--- src/rtl/tlbr_pkg.sv ---
package tlbr_pkg;

    typedef enum logic [1:0] {
        ACC_NONE = 2'd0,
        ACC_RD   = 2'd1,
        ACC_WR   = 2'd2,
        ACC_EX   = 2'd3
    } acc_e;

    typedef enum logic [2:0] {
        FLT_NONE    = 3'd0,
        FLT_PID     = 3'd1,
        FLT_IPROT   = 3'd2,
        FLT_DRIGHTS = 3'd3,
        FLT_DIRTY   = 3'd4,
        FLT_BREAK   = 3'd5,
        FLT_PREF    = 3'd6
    } flt_e;

    localparam int PERM_R = 0;
    localparam int PERM_W = 1;
    localparam int PERM_X = 2;
    localparam int PERM_N = 3;

    typedef struct packed {
        logic [PERM_N-1:0] perm;
        logic              vld;
        flt_e              code;
    } chk_res_t;

endpackage

--- src/rtl/tlbr_fault_pri.sv ---
module tlbr_fault_pri (
    input  logic [2:0]         base_perm,
    input  logic               pid_hit,
    input  tlbr_pkg::acc_e     kind,
    input  logic               dirty,
    input  logic               brk,
    input  logic               trap,
    output tlbr_pkg::chk_res_t res
);
    import tlbr_pkg::*;

    logic [PERM_N-1:0] p;
    flt_e              code;
    logic              want;

    always_comb begin
        p    = base_perm;
        code = FLT_NONE;
        if (pid_hit) p[PERM_W] = 1'b0;

        case (kind)
            ACC_RD:  want = p[PERM_R];
            ACC_WR:  want = p[PERM_W];
            ACC_EX:  want = p[PERM_X];
            default: want = 1'b1;
        endcase

        if (pid_hit && kind == ACC_WR) begin
            code = FLT_PID;
        end else if (kind == ACC_NONE) begin
            code = FLT_NONE;
        end else if (!want) begin
            code = (kind == ACC_EX) ? FLT_IPROT : FLT_DRIGHTS;
        end else begin
            if (!dirty) begin
                p[PERM_W] = 1'b0;
                if (kind == ACC_WR) code = FLT_DIRTY;
            end
            if (brk) begin
                p[PERM_W] = 1'b0;
                if (kind == ACC_WR) code = FLT_BREAK;
            end
            if (trap) begin
                p[PERM_R] = 1'b0;
                p[PERM_W] = 1'b0;
                if (kind != ACC_EX) code = FLT_PREF;
            end
        end

        res.perm = p;
        res.code = code;
        res.vld  = (code != FLT_NONE);
    end

endmodule

--- config.mk ---
export PLATFORM = sky130hd
export DESIGN_NAME = tlbr_fault_pri
export DESIGN_NICKNAME = d
export VERILOG_FILES = /design/src/rtl/tlbr_pkg.sv /design/src/rtl/tlbr_fault_pri.sv
export SDC_FILE = /design/constraint.sdc
export NUM_CORES = 1
export LEC_CHECK = 0
export CORE_AREA = 3 3 40 42
export DETAILED_ROUTE_END_ITERATION = 8
export DIE_AREA = 0 0 43 45
export PLACE_DENSITY = 0.37
export SYNTH_ARGS = -nofsm -noshare
export SYNTH_HDL_FRONTEND = slang
export SYNTH_SLANG_ARGS = --single-unit
--- constraint.sdc ---
create_clock -name vclk -period 1.2
set_input_delay 0.12 -clock vclk [all_inputs]
set_output_delay 0.12 -clock vclk [all_outputs]
set_load 0.1 [all_outputs]
# --- Yosys cells after proc, flatten, opt, wreduce, memory -nomap -nowiden ---
# Cells that the tools add are included.
word_totals:
  register_bits: 0
  in_bits: 9
  output_inout_bits: 7
  wordCells: 25
classes:
  eq_ne: 4
  n_mux: 18
  reduce_logical: 3
op_table:
  columns: ["operator", "count"]
  rows:
  - ["2-to-1 mux 3 bit", 9]
  - ["2-to-1 mux 2 bit", 4]
  - ["equality test 2 bit, second input constant", 2]
  - ["2-to-1 mux 1 bit", 4]
  - ["case mux 1 bit (3 select lines)", 1]
  - ["nonzero test 3 bit", 1]
  - ["equality test 2 x 1 -> 1 bit, second input constant", 1]
  - ["zero test 2 bit", 1]
  - ["inequality test 2 bit, second input constant", 1]
  - ["logical AND 1 bit", 1]

# --- Longest topological paths before layout ---
logic_depth:
  ltp_word: 11
  mapped_depth: 4
  depth_no_buf: 4

# --- Worst setup path before layout ---
# Ideal clock, no wire load.
synth_timing:
  path_kind: "input to output"
  start: "input port pid_hit"
  end: "output port res[3] in the netlist's numbering"
  arrival_ps: 2638
  required_time_ps: 1080
  setup_slack_ps: -1558
  stages: 4
  path_buffers: 0
  cell_sequence: "nand2b_1 > a21oi_1 > o22ai_1 > or3_1"
synth_lines:
  columns: ["item", "line_no", "text"]
  rows:
  - ["start: declaration", "tlbr_fault_pri.sv:3", "input logic pid_hit,"]
  - ["end: declaration", "tlbr_fault_pri.sv:8", "output tlbr_pkg::chk_res_t res"]

==> flow_summary.yaml <==
status:
  status: "finished, violations left"
  violations: "negative setup slack"
detailed_routing:
  drt_iter0_markers: 0
  dr.pass1.iters: 1
  wl_um: 873
  ant_nets: 0
  vias: 315
  drc: 0
  routed_via_density: 4.20
  drt-wirelength-per-cell_um: 11.6
cts:
  ctsHoldBuffers: 0
floorplan:
  core_um2: 1280
  die_height_um: 45
  ioPinCount: 16
  die_area_um2: 1940
  die_width_um: 43
  rows: 13
  initial_utilization_pct: 11.9
global_route:
  grt_pass1_vias: 350
  gr-total-overflow: 0
  antenna_found_initial: 0
  gr-usage-all-layers_pct: 9.70
  grt_pass1_wl_um: 1500
  grt_start_max_net_pins: 6
synthesis:
  synth_cells: 25
  netlist_area_um2: 153
  ys_types: 18
  synthesis.nets: 34
  ys_seq_area_share_pct: 0
  ys_warn_count: 0
  synth.avg_cell_area_um2: 6.11
timing:
  fin_crit_sh_pct: 131
  worst_slack_ps: -377
  worst_pin_slew_ps: 248
  timing.fmax_ghz: 0.634
  min_period_ps: 1580
  maxSlewViolCount: 0
  setup_viol: 5
  hold_viol_final: 0
  slew_headroom_pct: 83.5
  fin_setup_tns_ps: -1330
  rsz0062_at_grt: "yes"
setup_path:
  crit_start: "pid_hit"
  worst-path-stages: 6
  critPathCaptureType: "output port"
  slowest_delay_ps: 400
  path_delay_family: "simple AND/OR/NAND/NOR gates"
  critPathLaunchType: "input port"
  cp_num_buf_inv: 2
  worstPathArrival_ps: 1460
  path_class: "in -> out"
  endpoint: "res[3]"
  crit_chain: "buf_6 -> or3b_4 -> and2_4 -> o21a_4 -> or3_4 -> buf_12"
  cp_max_fo: 2
  slowest_stage: "or3b_4"
  critical_path_required_ps: 1080
final_layout:
  layout_common_cells: "15 x buf_4, 8 x buf_6, 7 x buf_12"
  antenna_cells: 0
  syn2layout_area_growth_pct: 327
  clockBufferCount: 0
  final-seq-area_um2: 0
  multiInputGateArea_um2: 231
  fin_cells: 75
  final_area_um2: 652
  final_nets: 71
  design.seq.count: 0
  layout-drive-gt1-share_pct: 83.3
  final_common_cell: "buf_4"
  fillers: 121
placed_design:
  io_buffers: 16
  dpl_cell_area_um2: 568
  gp_congestion: 0.731
  detailed_place_hpwl_um: 675
  dp_cells: 71
worst_hold_path:
  hp-class: "in -> out"
job:
  maxCapViolCount: 0
power:
  leakagePower_uw: 0.000305
  p_per_area_nw_per_um2: 646
  vdd_drop_max_mv: 0.346
## where the power goes
part / switching, uW / internal (uW) / total [uW]
Sequential: 0 / 0 / 0
Combinational: 228 / 193 / 421
Clock: 0 / 0 / 0
Total: 228 / 193 / 421
## routing by layer
layer | global-route usage (%) | vias up | share of wire (%)
li1 | - | 158 | -
met1 | 11.4 | 150 | 38
met2 | 19.8 | 7 | 58
met3 | 1.20 | 0 | 4.2
met4 | 0 | 0 | 0
met5 | 0 | - | 0
## final cells by class
cell class	count	share of cell area [%]
Inverter	3	2.11
Multi-Input combinational cell	21	35.5
Tap cell	15	2.88
Timing Repair Buffer	36	59.5
## Yosys cell counts
cell type,n,area (um2)
buf_4,1,7.51
nand2b_1,3,18.8
nor2_1,1,3.75
o21a_1,1,7.51
a21oi_1,2,10.0
or3_1,1,6.26
a21o_1,1,7.51
nor3b_1,1,7.51
a22oi_1,1,7.51
and2_0,1,6.26
inv_1,3,11.3
o22ai_1,2,12.5
a211oi_1,1,7.51
and2_1,1,6.26
nand2_1,2,7.51
or3b_4,1,11.3
a21boi_0,1,7.51
a31oi_1,1,6.26
## worst min path at each step
stage                             from  endpoint  slack [ps]  depth (start not counted)
final                     base_perm[2]    res[6]         640                          3
after global routing      base_perm[2]    res[6]         660                          3
after CTS                 base_perm[1]    res[5]         760                          5
after detailed placement  base_perm[2]    res[6]         960                          3
after global placement    base_perm[2]    res[6]         960                          3
after floorplan                kind[1]    res[0]         440                          1
## stage by stage
step	utilization (%)	hold slack [ps]	total power [uW]	setup slack, ps
6_report	50.7	640	421	-377
5_1_grt	50.7	658	438	-397
4_1_cts	50.7	756	426	-448
3_5_place_dp	44.2	957	386	-783
3_3_place_gp	44.2	962	385	-771
2_1_floorplan	-	443	208	-411
## logic make-up (layout without fill, tap and decap cells)
family / count (synthesis) / after routing / share of synthesized area, %
AO/OA/AOI/OAI: 10 / 10 / 43.5
AND/OR/NAND/NOR: 11 / 11 / 44.3
buffers and inverters: 4 / 39 / 12.3
## repair_timing
item	in CTS	in global routing
cloned	0	0
pin swaps	8	5
endpoints found under the setup margin	6	6
setup buffers	5	2
gates resized for setup	43	8
Power figures use the tool's default switching activity.
